`config.mk`:
```
export PLATFORM = sky130hd
export DESIGN_NAME = hsk_port
export DESIGN_NICKNAME = d
export VERILOG_FILES = /design/src/rtl/hsk_pkg.sv /design/src/rtl/hsk_sync.sv /design/src/rtl/hsk_decode.sv /design/src/rtl/hsk_req.sv /design/src/rtl/hsk_port.sv
export SDC_FILE = /design/constraint.sdc
export NUM_CORES = 1
export LEC_CHECK = 0
export BUFFER_PORTS_ARGS = -buffer_cell sky130_fd_sc_hd__buf_4
export CORE_UTILIZATION = 42
export DETAILED_ROUTE_END_ITERATION = 8
export PLACE_DENSITY = 0.77
export SLEW_MARGIN = 20
export SYNTH_ARGS = -nofsm -noshare
export SYNTH_HDL_FRONTEND = slang
export SYNTH_SLANG_ARGS = --single-unit
export TNS_END_PERCENT = 20
```
`constraint.sdc`:
```
create_clock -name clk -period 2.1 [get_ports clk]
set_input_delay 0.21 -clock clk [delete_from_list [all_inputs] [get_ports clk]]
set_output_delay 0.21 -clock clk [all_outputs]
set_load 0.005 [all_outputs]
```
`src/rtl/hsk_pkg.sv`:
```
package hsk_pkg;

  localparam int DATA_W   = 8;
  localparam int ACK_BIT  = 7;
  localparam int ATTN_BIT = 6;

  typedef enum logic [1:0] {
    ACC_NONE    = 2'd0,
    ACC_REQ_WR  = 2'd1,
    ACC_STAT_RD = 2'd2,
    ACC_OTHER   = 2'd3
  } acc_e;

  function automatic logic [DATA_W-1:0] pack_status(input logic ack, input logic attn);
    logic [DATA_W-1:0] b;
    b = '0;
    b[ACK_BIT]  = ack;
    b[ATTN_BIT] = attn;
    return b;
  endfunction

endpackage

```
`src/rtl/hsk_sync.sv`:
```
module hsk_sync #(
  parameter int   STAGES  = 2,
  parameter logic RST_VAL = 1'b0
) (
  input  logic clk,
  input  logic rst,
  input  logic d,
  output logic q
);

  generate
    if (STAGES == 0) begin : g_pass
      assign q = d;
    end else begin : g_chain
      logic [STAGES-1:0] chain;
      always_ff @(posedge clk) begin
        if (rst) chain <= {STAGES{RST_VAL}};
        else     chain <= {chain[STAGES-2+((STAGES==1)?1:0):0], d} >> ((STAGES==1)?0:0);
      end
      assign q = chain[STAGES-1];
    end
  endgenerate

endmodule

```
`src/rtl/hsk_decode.sv`:
```
module hsk_decode import hsk_pkg::*; #(
  parameter int                ADDR_W   = 16,
  parameter logic [ADDR_W-1:0] BASE     = '0,
  parameter logic [ADDR_W-1:0] MASK     = '1,
  parameter logic [ADDR_W-1:0] REQ_OFS  = '0,
  parameter logic [ADDR_W-1:0] STAT_OFS = 1
) (
  input  logic [ADDR_W-1:0] addr,
  input  logic              rw,
  output logic              win_hit,
  output acc_e              acc
);

  localparam logic [ADDR_W-1:0] WIN_BASE  = BASE & MASK;
  localparam logic [ADDR_W-1:0] REQ_ADDR  = WIN_BASE | REQ_OFS;
  localparam logic [ADDR_W-1:0] STAT_ADDR = WIN_BASE | STAT_OFS;

  always_comb begin
    win_hit = ((addr & MASK) == WIN_BASE);
    acc     = ACC_NONE;
    if (win_hit) begin
      if (addr == REQ_ADDR && !rw)
        acc = ACC_REQ_WR;
      else if (addr == STAT_ADDR && rw)
        acc = ACC_STAT_RD;
      else
        acc = ACC_OTHER;
    end
  end

endmodule

```
`src/rtl/hsk_req.sv`:
```
module hsk_req #(
  parameter int DW = 8
) (
  input  logic          clk,
  input  logic          rst,
  input  logic          phi2,
  input  logic          is_req_wr,
  input  logic [DW-1:0] wdata,
  input  logic          go,
  input  logic          ack_s,
  output logic          req,
  output logic [DW-1:0] data,
  output logic          attn
);

  logic phi2_q;
  logic ack_q;
  logic fall_hit;
  logic ack_rise;

  assign fall_hit = phi2_q & ~phi2 & is_req_wr & go;
  assign ack_rise = ack_s & ~ack_q;

  always_ff @(posedge clk) begin
    if (rst) begin
      phi2_q <= 1'b0;
      ack_q  <= 1'b0;
      req    <= 1'b0;
      data   <= '0;
      attn   <= 1'b0;
    end else begin
      phi2_q <= phi2;
      ack_q  <= ack_s;
      req    <= fall_hit;
      if (fall_hit) data <= wdata;
      if (fall_hit)      attn <= 1'b1;
      else if (ack_rise) attn <= 1'b0;
    end
  end

endmodule

```
`src/rtl/hsk_port.sv`:
```
module hsk_port import hsk_pkg::*; #(
  parameter int                ADDR_W      = 16,
  parameter logic [ADDR_W-1:0] BASE        = 16'h9F60,
  parameter logic [ADDR_W-1:0] MASK        = 16'hFFF0,
  parameter logic [ADDR_W-1:0] REQ_OFS     = 16'h0000,
  parameter logic [ADDR_W-1:0] STAT_OFS    = 16'h0001,
  parameter int                SYNC_STAGES = 2
) (
  input  logic              clk,
  input  logic              rst,
  input  logic              cpu_phi2,
  input  logic [ADDR_W-1:0] cpu_addr,
  input  logic              cpu_rw,
  input  logic [7:0]        cpu_wdata,
  output logic [7:0]        cpu_rdata,
  output logic              cpu_doe,
  output logic              cpu_rdy,
  output logic              mcu_req,
  output logic [7:0]        mcu_data,
  input  logic              mcu_ack,
  input  logic              mcu_hold
);

  logic win_hit;
  acc_e acc;
  logic ack_s;
  logic hold_s;
  logic attn;

  hsk_decode #(
    .ADDR_W(ADDR_W), .BASE(BASE), .MASK(MASK),
    .REQ_OFS(REQ_OFS), .STAT_OFS(STAT_OFS)
  ) i_decode (
    .addr(cpu_addr), .rw(cpu_rw), .win_hit(win_hit), .acc(acc)
  );

  hsk_sync #(.STAGES(SYNC_STAGES), .RST_VAL(1'b0)) i_sync_ack (
    .clk(clk), .rst(rst), .d(mcu_ack), .q(ack_s)
  );

  hsk_sync #(.STAGES(SYNC_STAGES), .RST_VAL(1'b0)) i_sync_hold (
    .clk(clk), .rst(rst), .d(mcu_hold), .q(hold_s)
  );

  hsk_req #(.DW(DATA_W)) i_req (
    .clk(clk), .rst(rst), .phi2(cpu_phi2),
    .is_req_wr(acc == ACC_REQ_WR), .wdata(cpu_wdata),
    .go(cpu_rdy), .ack_s(ack_s),
    .req(mcu_req), .data(mcu_data), .attn(attn)
  );

  always_ff @(posedge clk) begin
    if (rst) begin
      cpu_doe   <= 1'b0;
      cpu_rdata <= '0;
      cpu_rdy   <= 1'b1;
    end else begin
      cpu_doe   <= (acc == ACC_STAT_RD);
      cpu_rdata <= (acc == ACC_STAT_RD) ? pack_status(ack_s, attn) : '0;
      cpu_rdy   <= ~(win_hit & hold_s);
    end
  end

endmodule

```
# Word-level counts from Yosys, hierarchy flattened
# Index checks and enable logic that the tools add are counted.
[word_totals] ff_bits=26 in_bits=30 out_inout_bits=19 elab_cells=35
[classes] eq_ne=5 muxes=5 bitwise_logic=9 reduce_logical=5
[op_table] operator="16-bit equality test (second input constant)" n=2
[op_table] operator="12-bit equality test (second input constant)" n=1
[op_table] operator="1-bit AND" n=5
[op_table] operator="2-bit two-way mux" n=2
[op_table] operator="1-bit inverter" n=4
[op_table] operator="1-bit two-way mux" n=3
[op_table] operator="2-bit by 1-bit equality test with 1-bit output (second input constant)" n=1
[op_table] operator="2-bit equality test (second input constant)" n=1
[op_table] operator="1-bit logical AND" n=2
[op_table] operator="2-bit nonzero test" n=1
[op_table] operator="2-bit OR reduction" n=1
[op_table] operator="1-bit logical NOT" n=1

# Longest topological paths before layout
[depth] word_depth=9 depth_mapped=5

# Modules after synthesis
# From an unflattened synthesis, not the netlist that was laid out.
[hier_totals] hier_cells=79 hier_area_um2=760.7
[modules_own_cells] mod="hsk_req" n_inst=1 cells_per_inst=46 area_per_inst_um2=407.9
[modules_own_cells] mod="hsk_port" n_inst=1 cells_per_inst=16 area_per_inst_um2=175.2
[modules_own_cells] mod="hsk_sync" n_inst=2 cells_per_inst=4 area_per_inst_um2=52.6
[modules_own_cells] mod="hsk_decode" n_inst=1 cells_per_inst=9 area_per_inst_um2=72.6

# Least setup slack after synthesis
# Ideal clock, no wire load.
[synth_path] path_kind="input -> register" from="in cpu_addr[3]" to="reg i_req.data[0]" setup_ns=0.132 arrival_time_ns=1.424 required_ns=1.968 path_slack_ns=0.544 cell_stages=5 cell_sequence="or3_4 or4_4 buf_6 o21ai_2 a21oi_1"
[synth_between] elab_chain_len=8 word_cells_on_any_way=10 cone_classes="3 x eq/ne; 3 x mux; 2 x bitwise; 2 x reduce/logical"
[synth_rtl] element="from (decl)" line_no="hsk_port.sv:12" source="input logic [ADDR_W-1:0] cpu_addr,"
[synth_rtl] element="16-bit equality test" line_no="hsk_decode.sv:24" source="else if (addr == STAT_ADDR && rw)"
[synth_rtl] element="1-bit logical AND" line_no="hsk_decode.sv:24"
[synth_rtl] element="1-bit two-way mux" line_no="hsk_decode.sv:24"
[synth_rtl] element="2-bit two-way mux *" line_no="hsk_decode.sv:22" source="if (addr == REQ_ADDR && !rw)"
[synth_rtl] element="2-bit two-way mux *" line_no="hsk_decode.sv:21" source="if (win_hit) begin"
[synth_rtl] element="2-bit by 1-bit equality test with 1-bit output *" line_no="hsk_port.sv:47" source=".is_req_wr(acc == ACC_REQ_WR), .wdata(cpu_wdata),"
[synth_rtl] element="1-bit AND * (2 in series)" line_no="hsk_req.sv:21" source="assign fall_hit = phi2_q & ~phi2 & is_req_wr & go;"
[synth_rtl] element="to (signal assigned)" line_no="hsk_req.sv:35" source="if (fall_hit) data <= wdata;"
[synth_rtl] element="to (decl)" line_no="hsk_req.sv:12" source="output logic [DW-1:0] data,"
# Mark *: on every way between the ends. The rest lies on a longest branch, timed or not.
# A chain may end at the register's enable or synchronous reset.

# Worst setup path in the final report
[layout_path] from="reg cpu_rdy" to="reg i_req.data[3]"
[layout_between] elab_chain_len=1
[layout_rtl] element="from (decl)" line_no="hsk_port.sv:17" source="output logic cpu_rdy,"
[layout_rtl] element="from (signal assigned)" line_no="hsk_port.sv:60" source="cpu_rdy <= ~(win_hit & hold_s);"
[layout_rtl] element="1-bit AND" line_no="hsk_req.sv:21"
# Every way passes these cells.

==> run_results.csv <==
group,metric,value,unit
worst_setup_path,cp_data_arrival_time,1620,ps
global_route,grt_max_degree,19,
timing,setup_viol,0,
power_and_ir_drop,p_per_area,571,nW/um^2
layout,antenna_cells,0,
logic_synthesis,synthSimpleGateAreaFrac,26.5,%
global_route,grt_pass1_vias,628,
routing,avgRoutedWirePerCell,11.4,um
worst_setup_path,r2r_slack,670,ps
worst_setup_path,startpoint,"cpu_rdy",
timing,tightest_slew,506,ps
logic_synthesis,synth_top_family_by_area,"simple AND/OR/NAND/NOR gates",
cts,cts_max_path_buffers,2,
cts,numCtsBuffers,3,
placement,port_buffers,42,
cts,cts_tree,"yes",
timing,final.setup.tns,0,ps
routing,drt-total-wl,1.71,mm
cts,clock_latency,290,ps
worst_setup_path,crit_fanout,9,
global_route,grt_antenna_before_repair,0,
routing,postRouteAntennaNets,0,
layout,syn2layout_area_growth,38.4,%
cts,htree_levels,1,
worst_setup_path,r2r_end,"i_req.data[3]",
timing,fin_crit,1430,ps
die,die_w,46.6,um
die,core,1800,um^2
hold_path,holdCritPathClass,"in2reg",
routing,firstDrtPassIters,4,
die,dieHeight,46.6,um
timing,fin_crit_sh,68.2,%
cts,cts_num_sinks,20,
timing,slew_headroom,66.0,%
worst_setup_path,crit_path_end,"i_req.data[3]",
global_route,track_usage,17.1,%
logic_synthesis,synth_xor_area_share,0,%
logic_synthesis,synthMuxAreaShare,0,%
worst_setup_path,critPathCaptureType,"flop",
logic_synthesis,synth_adder_area_share,0,%
cts,clockRootBuffer,"clkbuf_4",
routing,drtIter0Drc,3,
logic_synthesis,synth_area_per_cell,9.96,um^2
layout,nets,156,
worst_setup_path,reg2reg_from,"cpu_rdy",
run,cap_violations,0,
worst_setup_path,cp_data_required_time,2290,ps
cts,post_cts_buffers,0,
worst_setup_path,worstRegToRegCells,4,
die,die_area,2180,um^2
timing,finalHoldViolations,0,
logic_synthesis,ys_types,25,
cts,ctsResizeCount,0,
die,ios,49,
placement,dp_slack,398,ps
logic_synthesis,synth_seq_cells,20,
logic_synthesis,postSynthCellCount,84,
timing,timing.final.ws_setup,668,ps
power_and_ir_drop,peakVddDrop,0.452,mV
worst_setup_path,cp-start-kind,"flop",
global_route,grt_pass1_wl,2.56,mm
cts,ctsHoldBuffers,0,
power_and_ir_drop,p_leak,0.492,nW
timing,fin_skew,1.80,ps
timing,drv_slew,0,
logic_synthesis,synth_compound_area_share,14.3,%
die,rows,15,
layout,drive_above_1_share,47.2,%
global_route,gr-total-overflow,0,
routing,dr_total_vias,711,
routing,route.detailed.drc,0,
routing,viasPerCell,4.74,
placement,dp.final_hpwl,1.30,mm
placement,gp_congestion,0.729,
timing,rsz0062_at_grt,"false",
logic_synthesis,synth_area,837,um^2
worst_setup_path,criticalPathCategory,"reg2reg",
cts,clkTransAtPathRegs,100,ps
power_and_ir_drop,total_power,0.662,mW
logic_synthesis,ys_seq_area_share,47.8,%
outcome,status,"completed",
timing,fin_hold_ws,131,ps
die,start_util,46.5,%
logic_synthesis,ys_warn_count,0,
timing,timing.fmax,698,MHz
## critical path: stages, from the launching register on
cell and delay [ps]:
dfxtp_1 370, nand2b_1 120, or4_4 600, o21ai_2 160
a21oi_1 70
## metal layers
metal	up-vias	global-route usage [%]	wire, um	part of all wire, %
met3	0	6.67	111	6.5
met5	-	0	0	0
met1	317	18.6	787	46
met4	0	5.14	0	0
met2	31	30.3	815	48
li1	363	-	-	-
## cells by family after synthesis
logic type / after synthesis
simple gates: 33
flops: 20
compound gates: 18
buf+inv: 12
other cells: 1
## final cells by class
class                   instances  area (um^2)
multi-input cells              57          364
flip-flops and latches         20          400
well taps                      25         31.3
fillers                       161          643
inverters                       1         3.75
clock buffers                   4         36.3
repair buffers                 43          323
## layout by cell type (no fill, tap or decap), types with 2 or more instances in the layout
| master | instances |
|---|---|
| a21oi_1 | 9 |
| clkbuf_4 | 3 |
| nor4bb_1 | 2 |
| conb_1 | 6 |
| dfxtp_1 | 20 |
| nor2b_1 | 5 |
| nand3_1 | 9 |
| o21ai_2 | 8 |
| and2_1 | 2 |
| nand2_1 | 3 |
| nand2b_1 | 3 |
| nor2_1 | 2 |
| buf_4 | 43 |
## where the power goes
part	switching (mW)	leakage, nW	internal [mW]
clock	0.108	0.0210	0.106
combinational	0.0209	0.309	0.0411
sequential	0.00149	0.162	0.384
## worst min-delay path by stage
stage	from	slack, ps	end	cells after the start
finish	mcu_hold	130	i_sync_hold.g_chain.chain[0]	2
global route	mcu_hold	120	i_sync_hold.g_chain.chain[0]	2
detailed placement	i_sync_hold.g_chain.chain[1]	360	cpu_rdy	1
floorplan	cpu_phi2	340	i_req.phi2_q	1
global placement	i_sync_hold.g_chain.chain[1]	350	cpu_rdy	1
CTS	mcu_hold	120	i_sync_hold.g_chain.chain[0]	2
## cells in the mapped netlist
cell	number	area (um^2)
nand2_1	3	11.3
nor4_4	1	21.3
clkbuf_1	1	3.75
nor4_1	1	6.26
and3_1	1	6.26
conb_1	1	3.75
a21oi_1	9	45.0
or3_4	1	11.3
nor2_1	2	7.51
o21ai_2	8	70.1
o21ai_0	1	5.00
buf_1	2	7.51
dfxtp_1	20	400
nand3_1	9	45.0
nor2b_1	5	31.3
or4_4	1	11.3
buf_4	6	45.0
and2_1	2	12.5
nand2b_1	3	18.8
nor4bb_1	2	20.0
nor3_2	1	10.0
and4_1	1	8.76
inv_1	1	3.75
buf_12	1	20.0
buf_6	1	11.3
## metrics by stage
step | instance area (um^2) | std cells | util (%)
after floorplan | 856 | 89 | -
after global placement | 1120 | 146 | 62.3
after detailed placement | 1120 | 146 | 62.3
after CTS | 1160 | 150 | 64.3
after global routing | 1160 | 150 | 64.3
final | 1160 | 150 | 64.3
## registers in the layout, indices dropped and copies added, names as in the netlist
register                   count
cpu_rdy                        1
i_req.data                     8
cpu_doe                        1
i_req.attn                     1
i_req.phi2_q                   1
i_req.ack_q                    1
i_req.req                      1
i_sync_hold.g_chain.chain      2
i_sync_ack.g_chain.chain       2
cpu_rdata                      2
Power figures use the tool's default switching activity.
